File: src/rtl/exec_core_pkg.sv
package exec_core_pkg;
  localparam int DATA_W   = 16;
  localparam int IDX_W    = 3;
  localparam int NUM_REGS = 1 << IDX_W;
  localparam int IMM_W    = 5;
  localparam int IR_W     = 12;

  typedef enum logic [1:0] {
    ALU_ADD  = 2'b00,
    ALU_AND  = 2'b01,
    ALU_NOT  = 2'b10,
    ALU_PASS = 2'b11
  } alu_op_e;

  typedef struct packed {
    logic neg;
    logic zero;
    logic pos;
  } nzp_t;
endpackage

File: src/rtl/gpr_bank.sv
module gpr_bank #(
  parameter int W  = 16,
  parameter int N  = 8,
  localparam int AW = $clog2(N)
) (
  input  logic          clk,
  input  logic          rst_n,
  input  logic          we,
  input  logic [AW-1:0] waddr,
  input  logic [W-1:0]  wdata,
  input  logic [AW-1:0] raddr_a,
  input  logic [AW-1:0] raddr_b,
  output logic [W-1:0]  rdata_a,
  output logic [W-1:0]  rdata_b
);
  logic [W-1:0] mem_q [N];
  logic [W-1:0] mem_d [N];

  for (genvar i = 0; i < N; i++) begin : g_entry
    logic hit;
    assign hit = we && (waddr == AW'(i));

    always_comb begin
      mem_d[i] = mem_q[i];
      if (hit) mem_d[i] = wdata;
    end

    always_ff @(posedge clk or negedge rst_n) begin
      if (!rst_n) mem_q[i] <= '0;
      else        mem_q[i] <= mem_d[i];
    end

    // entries not targeted keep their contents
    assert_keep_R4: assert property (@(posedge clk) disable iff (!rst_n)
      !(we && waddr == AW'(i)) |=> $stable(mem_q[i]));
    // a targeted entry takes the write data at the edge
    assert_load_R4: assert property (@(posedge clk) disable iff (!rst_n)
      (we && waddr == AW'(i)) |=> mem_q[i] == $past(wdata));
  end

  assign rdata_a = mem_q[raddr_a];
  assign rdata_b = mem_q[raddr_b];
endmodule

File: src/rtl/exec_alu.sv
module exec_alu
  import exec_core_pkg::*;
#(
  parameter int W = 16,
  parameter int IW = 5
) (
  input  alu_op_e        op,
  input  logic [W-1:0]   a,
  input  logic [W-1:0]   b_reg,
  input  logic [IW-1:0]  imm,
  input  logic           use_imm,
  output logic [W-1:0]   y
);
  logic [W-1:0] b_imm;
  logic [W-1:0] b;

  assign b_imm = {{(W-IW){imm[IW-1]}}, imm};
  assign b     = use_imm ? b_imm : b_reg;

  always_comb begin
    unique case (op)
      ALU_ADD:  y = a + b;
      ALU_AND:  y = a & b;
      ALU_NOT:  y = ~a;
      ALU_PASS: y = a;
    endcase
  end
endmodule

File: src/rtl/nzp_flags.sv
module nzp_flags
  import exec_core_pkg::*;
#(
  parameter int W = 16
) (
  input  logic         clk,
  input  logic         rst_n,
  input  logic         we,
  input  logic [W-1:0] bus,
  output logic [2:0]   flags
);
  nzp_t cc_q, cc_d, cls;

  always_comb begin
    cls.neg  = bus[W-1];
    cls.zero = (bus == '0);
    cls.pos  = !bus[W-1] && (bus != '0);
    cc_d     = we ? cls : cc_q;
  end

  always_ff @(posedge clk or negedge rst_n) begin
    if (!rst_n) cc_q <= '{neg: 1'b0, zero: 1'b1, pos: 1'b0};
    else        cc_q <= cc_d;
  end

  assign flags = cc_q;

  // exactly one flag set at all times
  assert_onehot_R8: assert property (@(posedge clk) disable iff (!rst_n)
    $countones(cc_q) == 1);
  // flags hold while sampling is off
  assert_hold_R8: assert property (@(posedge clk) disable iff (!rst_n)
    !we |=> $stable(cc_q));
endmodule

File: src/rtl/exec_core.sv
module exec_core
  import exec_core_pkg::*;
#(
  parameter int W = DATA_W
) (
  input  logic          clk,
  input  logic          rst_n,
  input  logic [IR_W-1:0] ir_i,
  input  logic [W-1:0]  bus_i,
  input  logic          reg_we_i,
  input  logic          cc_we_i,
  input  logic [1:0]    alu_op_i,
  input  logic          dst_sel_i,
  input  logic          src1_sel_i,
  input  logic          alu_drive_i,
  output logic [W-1:0]  bus_drv_o,
  output logic          bus_drv_en_o,
  output logic [W-1:0]  src1_o,
  output logic [2:0]    cc_o
);
  localparam logic [IDX_W-1:0] LINK_IDX = IDX_W'(NUM_REGS - 1);

  // reset bridge: asserts at once, releases on the second edge
  logic rst_meta_q, rst_core_n;
  always_ff @(posedge clk or negedge rst_n) begin
    if (!rst_n) begin
      rst_meta_q <= 1'b0;
      rst_core_n <= 1'b0;
    end else begin
      rst_meta_q <= 1'b1;
      rst_core_n <= rst_meta_q;
    end
  end

  logic [IDX_W-1:0] dst_idx, s1_idx, s2_idx;
  logic [W-1:0]     s1_val, s2_val, alu_y;

  always_comb begin
    dst_idx = dst_sel_i  ? LINK_IDX : ir_i[11:9];
    s1_idx  = src1_sel_i ? ir_i[8:6] : ir_i[11:9];
    s2_idx  = ir_i[2:0];
  end

  gpr_bank #(.W(W), .N(NUM_REGS)) u_bank (
    .clk     (clk),
    .rst_n   (rst_core_n),
    .we      (reg_we_i),
    .waddr   (dst_idx),
    .wdata   (bus_i),
    .raddr_a (s1_idx),
    .raddr_b (s2_idx),
    .rdata_a (s1_val),
    .rdata_b (s2_val)
  );

  exec_alu #(.W(W), .IW(IMM_W)) u_alu (
    .op      (alu_op_e'(alu_op_i)),
    .a       (s1_val),
    .b_reg   (s2_val),
    .imm     (ir_i[4:0]),
    .use_imm (ir_i[5]),
    .y       (alu_y)
  );

  nzp_flags #(.W(W)) u_flags (
    .clk   (clk),
    .rst_n (rst_core_n),
    .we    (cc_we_i),
    .bus   (bus_i),
    .flags (cc_o)
  );

  assign bus_drv_o    = alu_drive_i ? alu_y : '0;
  assign bus_drv_en_o = alu_drive_i;
  assign src1_o       = s1_val;

  // no drive while the gate is off
  assert_idle_R7: assert property (@(posedge clk) disable iff (!rst_core_n)
    !alu_drive_i |-> (bus_drv_o == '0) && !bus_drv_en_o);
  // pass forwards the first source port unchanged
  assert_pass_R6: assert property (@(posedge clk) disable iff (!rst_core_n)
    (alu_drive_i && alu_op_i == 2'b11) |-> bus_drv_o == src1_o);
  // inverse shares no set bit with the source and covers every bit
  assert_not_R6: assert property (@(posedge clk) disable iff (!rst_core_n)
    (alu_drive_i && alu_op_i == 2'b10) |->
      ((bus_drv_o & src1_o) == '0) && ((bus_drv_o | src1_o) == '1));
  // AND never sets a bit the first source lacks
  assert_and_R6: assert property (@(posedge clk) disable iff (!rst_core_n)
    (alu_drive_i && alu_op_i == 2'b01) |-> (bus_drv_o & ~src1_o) == '0);
endmodule

File: config.mk
export PLATFORM = sky130hd
export DESIGN_NAME = exec_core
export DESIGN_NICKNAME = d
export VERILOG_FILES = /design/src/rtl/exec_core_pkg.sv /design/src/rtl/gpr_bank.sv /design/src/rtl/exec_alu.sv /design/src/rtl/nzp_flags.sv /design/src/rtl/exec_core.sv
export SDC_FILE = /design/constraint.sdc
export NUM_CORES = 1
export LEC_CHECK = 0
export BUFFER_PORTS_ARGS = -buffer_cell sky130_fd_sc_hd__buf_4
export CORE_ASPECT_RATIO = 0.5
export CORE_MARGIN = 5
export CORE_UTILIZATION = 25
export CTS_CLUSTER_DIAMETER = 50
export DETAILED_ROUTE_END_ITERATION = 10
export SETUP_SLACK_MARGIN = 0.05
export SYNTH_ARGS = -nofsm -noshare
export SYNTH_HDL_FRONTEND = slang
export SYNTH_SLANG_ARGS = --single-unit
File: constraint.sdc
create_clock -name clk -period 5.7 [get_ports clk]
set_input_delay 1.14 -clock clk [delete_from_list [all_inputs] [get_ports clk]]
set_output_delay 1.14 -clock clk [all_outputs]
set_load 0.1 [all_outputs]
# == Yosys cells after proc, flatten, opt, wreduce, memory -nomap -nowiden ==
# Index checks and enable logic that the tools add are counted.
# word_totals
wordCells,55
inputBits,37
out_inout_bits,36
regBits,133
# classes
n_mux,11
eq_ne,10
order_cmp,2
reduce_logical,14
add_sub_neg,1
bitwise,4
# ops
op,count
16-bit binary-select mux with 3-bit select,2
16-bit 2-to-1 mux,6
16-bit case mux with 4 select lines,1
16-bit adder,1
16-bit AND,1
16-bit zero test,1
16-bit NOT,1
16-bit nonzero test,1
3-bit == test (second input constant),4
1-bit logical AND,9
4-bit greater-or-equal comparator (second input constant),2
3-bit NOT with 4-bit output,2
3-bit by 2-bit == test with 1-bit output (second input constant),2
3-bit 2-to-1 mux,2
2-bit == test (second input constant),2
3-bit by 1-bit == test with 1-bit output (second input constant),1
3-bit zero test,1
2-bit by 1-bit == test with 1-bit output (second input constant),1
2-bit zero test,1
1-bit zero test,1

# == Logic depth before layout (Yosys ltp) ==
# logic_depth
depth_word,8
ltp_mapped,16
mapped_depth_nobuf,13

# == Modules after synthesis ==
# A second synthesis with hierarchy kept.
# hier_totals
hier_cells,642
area_unflattened_um2,8774.7
# modules_own_cells
module,cells_each,area_per_inst_um2,instances
gpr_bank,393,6998.0,1
exec_alu,208,1378.8,1
exec_core,27,240.2,1
nzp_flags,14,157.7,1

# == Worst setup path after synthesis ==
# OpenSTA, ideal clock, no wires.
# synth_path
path_type,input port to output port
startpoint,input port ir_i[11]
endpoint,output port bus_drv_o[15]
path_buffers,3
stages,12
slack_ns,-3.252
arrival_ns,7.812
cell_sequence,clkbuf_1 > mux2_2 > buf_4 > o31ai_1 > o21ai_0 > ha_1 > clkbuf_1 > and3_1 > a31oi_1 > o211ai_1 > mux2i_1 > a221oi_1
# synth_via
elab_chain_cells,8
word_cells_on_any_way,10
classes_between,add/sub (1); mux (6); bitwise (3)
# synth_lines
item,line_no,source
from (decl),exec_core.sv:8,"input logic [IR_W-1:0] ir_i,"
3-bit 2-to-1 mux,exec_core.sv:40,s1_idx = src1_sel_i ? ir_i[8:6] : ir_i[11:9];
3-bit NOT with 4-bit output (implied by the code),gpr_bank.sv:41,assign rdata_a = mem_q[raddr_a];
16-bit binary-select mux with 3-bit select,gpr_bank.sv:41,
16-bit 2-to-1 mux (implied by the code) (2 in series),gpr_bank.sv:41,
named net src1_o[11],exec_core.sv:18,"output logic [W-1:0] src1_o,"
16-bit adder,exec_alu.sv:22,ALU_ADD: y = a + b;
16-bit case mux with 4 select lines,exec_alu.sv:21,unique case (op)
16-bit 2-to-1 mux,exec_core.sv:73,assign bus_drv_o = alu_drive_i ? alu_y : '0;
to (decl),exec_core.sv:16,"output logic [W-1:0] bus_drv_o,"
# The timed path passes the listed nets, and every way through them passes these cells. The select of a mux whose other input is x is not followed.

# == Worst setup path after layout ==
# layout_path
startpoint,input port src1_sel_i
endpoint,output port bus_drv_o[13]
# layout_via
elab_chain_cells,8
word_cells_on_any_way,10
classes_between,add/sub (1); mux (6); bitwise (3)
# layout_lines
item,line_no,source
from (decl),exec_core.sv:14,"input logic src1_sel_i,"
3-bit 2-to-1 mux (*),exec_core.sv:40,
3-bit NOT with 4-bit output (implied by the code) (*),gpr_bank.sv:41,
16-bit binary-select mux with 3-bit select (*),gpr_bank.sv:41,
16-bit 2-to-1 mux (implied by the code) (*) (2 in series),gpr_bank.sv:41,
"16-bit adder, or another cell as far along",exec_alu.sv:22,
16-bit case mux with 4 select lines (*),exec_alu.sv:21,
16-bit 2-to-1 mux (*),exec_core.sv:73,
# Every way passes the cells marked *; elsewhere a longest branch is shown, timed or not. The select of a mux whose other input is x is not followed.

==> metrics.md <==
| Metric | Value |
|---|---|
| Period utilisation layout | `97.9%` |
| Routed Antenna Nets | `0` |
| Fin cells | `1447` |
| Worst setup EP type | `output pin` |
| Layout cells sized above 1 | `44.3%` |
| Max VDD drop | `0.181 mV` |
| Starting Density | `25.2%` |
| Maximum buffer depth of the clock tree | `2` |
| Clock skew | `0.00573 ns` |
| Layout overhead on the synthesized area | `29.4%` |
| Power share of the clock group | `26.1%` |
| Shortest period the worst path allows | `5.58 ns` |
| # diodes | `0` |
| IO buf count | `72` |
| Worst reg2reg setup slack | `3.88 ns` |
| Flop pwr share | `31.6%` |
| Netlist cell types | `74` |
| Startpoint types | `input pin` |
| Clock net sink count | `133` |
| CTS tree | `done` |
| Via-to-Cell Ratio | `5.20` |
| Hold-fix buffers, CTS | `0` |
| Max cap viols | `0` |
| Fin. max-slew vios | `0` |
| Worst setup endpoint | `bus_drv_o[13]` |
| NetSw | `1.61 mW` |
| Setup WS post-layout | `0.120 ns` |
| Final nets | `1004` |
| Area share of the largest cell type after synthesis | `36.6%` |
| CP Max Fanout | `16` |
| Critical Path Start | `src1_sel_i` |
| Area post-placement | `0.0109 mm^2` |
| Final wirelength | `29400 um` |
| Die Ht | `144 um` |
| Worst path required time | `4.56 ns` |
| Combinational power share | `42.3%` |
| Hold/Removal Path Class | `flop to flop` |
| Sw Ratio | `38.3%` |
| First-pass GRT wire length | `45300 um` |
| H-tree depth | `4` |
| Synthesized cell area | `0.00901 mm^2` |
| Clock Tree Root | `clkbuf_16` |
| DR iter-0 viols | `653` |
| Crit Path Class | `input pin to output pin` |
| Ys Warns | `0` |
| Lkg Pwr | `4.85 nW` |
| Pre-CTS setup slack | `-0.0650 ns` |
| Pin count of the biggest net entering global routing | `81` |
| Gate Count Post-Synth | `838` |
| R2R depth | `1` |
| Die width | `279 um` |
| Yosys reg bits | `133` |
| CTS clock-pin slew for the worst setup and hold paths | `0.05 ns` |
| Status | `finished clean` |
| Syn_area_per_cell | `10.8 um^2` |
| Overall power | `4.22 mW` |
| Initial antenna violation count | `0` |
| Int Power | `2.60 mW` |
| RSZ-0062 raised after global routing | `yes` |
| CP arrival | `4.44 ns` |
| Final setup fails | `0` |
| F_max | `179 MHz` |
| Final Util | `32.6%` |
| Async SR Flop Fraction | `100%` |
| Most frequent cells in the layout | `140 x buf_4, 131 x dfrtp_1, 127 x mux2_2, 59 x nand2_1, 53 x a21oi_1` |
| Sequential fraction of the synthesis area | `36.9%` |
| Top post-synthesis cells by area | `dfrtp_1 37%, mux2_2 16%, mux4_2 8.0%` |
| Fin Hold WS | `0.347 ns` |
| Drt first pass iters | `6` |
| Filler cells | `3527` |
| Clock buffer count from CTS | `17` |
| Syn nets | `892` |
| Vias in the first global route | `7660` |
| Worst reg2reg endpoint | `u_bank.mem_q[62]` |
| Final Hold Viols | `0` |
| Design Area, Final | `0.0117 mm^2` |
| Max_slew headroom | `22.3%` |
| Skew-Pair Late Insertion Delay | `0.42 ns` |
| Setup TNS | `0 ns` |
| # rows | `49` |
| Dpl cells | `1413` |
| Area of the core | `0.0357 mm^2` |
| Vias post-DR | `7524` |
| Worst-Margin Slew | `1.16 ns` |
| Die area | `0.0402 mm^2` |
| Synth Flop Type | `dfrtp_1` |
| DP Wirelength | `21400 um` |
| Reg2Reg Launch Point | `rst_core_n` |
| Synth area leader | `dfrtp_1` |
| GRT Overall Usage | `14.4%` |
| Pwr dens | `361 mW/mm^2` |
| Most common cell after layout, fill and taps aside | `buf_4` |
| Hold path startpoint | `rst_meta_q` |
| Overflow after GRT | `0` |
| Post-synth EDFFs | `0` |
| DRC viols | `0` |
| Avg WL per Cell | `20.3 um` |
| Placer congestion estimate | `0.886` |
| # IOs | `73` |
[worst max-delay path, cell delays in order]
cell	delay [ns]
buf_4	0.17
mux2_4	0.38
nand2b_1	0.10
a221o_1	0.33
a21oi_2	0.24
clkinvlp_4	0.18
ha_4	0.24
a211oi_2	0.29
o21ai_2	0.13
nor3b_4	0.17
o32ai_1	0.31
mux2_2	0.40
o32ai_4	0.13
buf_12	0.21
[Yosys cell counts, types with 3 or more instances]
cell type  count
a211o_2        3
a211oi_1      13
a21o_1         5
a21oi_1       59
a221oi_1       7
and3_1         4
buf_2         18
buf_4          5
buf_6          8
clkbuf_1      31
dfrtp_1      132
ha_1          16
inv_1         23
mux2_2       129
mux2i_1       56
mux4_2        32
nand2_1       59
nand2b_1      12
nand3_1        6
nand3b_1       4
nor2_1        47
nor2b_1        7
nor4_1         5
o2111ai_1      3
o211a_1        4
o211ai_1      15
o21ai_0       45
o221ai_1       4
o22a_1         7
o22ai_1        4
o31ai_1        9
xnor2_1        9
[routing by layer]
layer  vias to the layer above  share of wire (%)  track usage [%]
li1                       3371                  -                -
met1                      3851                 43             18.2
met2                       251                 49             24.6
met3                        51                5.7             3.00
met4                         0                2.6             5.85
met5                         -                  0                0
[how the worst min path moves through the flow]
stage                 end  slack [ns]  cells after the start
2_1_floorplan  rst_core_n        0.33                      0
5_1_grt        rst_core_n        0.37                      0
6_report       rst_core_n        0.35                      0
4_1_cts        rst_core_n        0.35                      0
3_5_place_dp   rst_core_n        0.34                      0
3_3_place_gp   rst_core_n        0.34                      0
[final cells by class]
cell class | count | area (um^2) | area share, %
Multi-Input combinational cell | 616 | 5700 | 48.9
Tap cell | 484 | 606 | 5.19
Timing Repair Buffer | 158 | 1340 | 11.5
Clock buffer | 20 | 467 | 4.00
Inverter | 24 | 97.6 | 0.836
Sequential cell | 133 | 3330 | 28.6
Clock inverter | 12 | 128 | 1.09
[kinds of logic (layout without fill, tap and decap cells)]
family	after synthesis	in the layout	share of synthesized area [%]
mux	219	219	30.7
simple gates	159	159	8.38
xor+xnor	11	11	1.07
buf+inv	89	214	4.95
fa+ha+maj	17	17	2.44
other cells	1	1	0.0416
flops	133	133	36.9
compound gates	209	209	15.4
[sequential cells by signal (all words and copies together), names as in the netlist]
register / cells
rst_meta_q: 1
u_bank.mem_q: 128
u_flags.flags: 3
rst_core_n: 1
[power groups by stage]
stage	Sequential [mW]	Clock (mW)	Combinational [mW]
2_1_floorplan	1.29	0	1.26
3_3_place_gp	1.33	0	1.69
3_5_place_dp	1.34	0	1.71
4_1_cts	1.33	1.11	1.74
5_1_grt	1.36	1.16	1.90
6_report	1.33	1.10	1.78
[repair_timing]
item                                    CTS  global route
endpoints found under the setup margin    5            11
buffers inserted                          2             0
resized for setup                        12            27
pin swaps                                 1             4
Power figures use the tool's default switching activity.
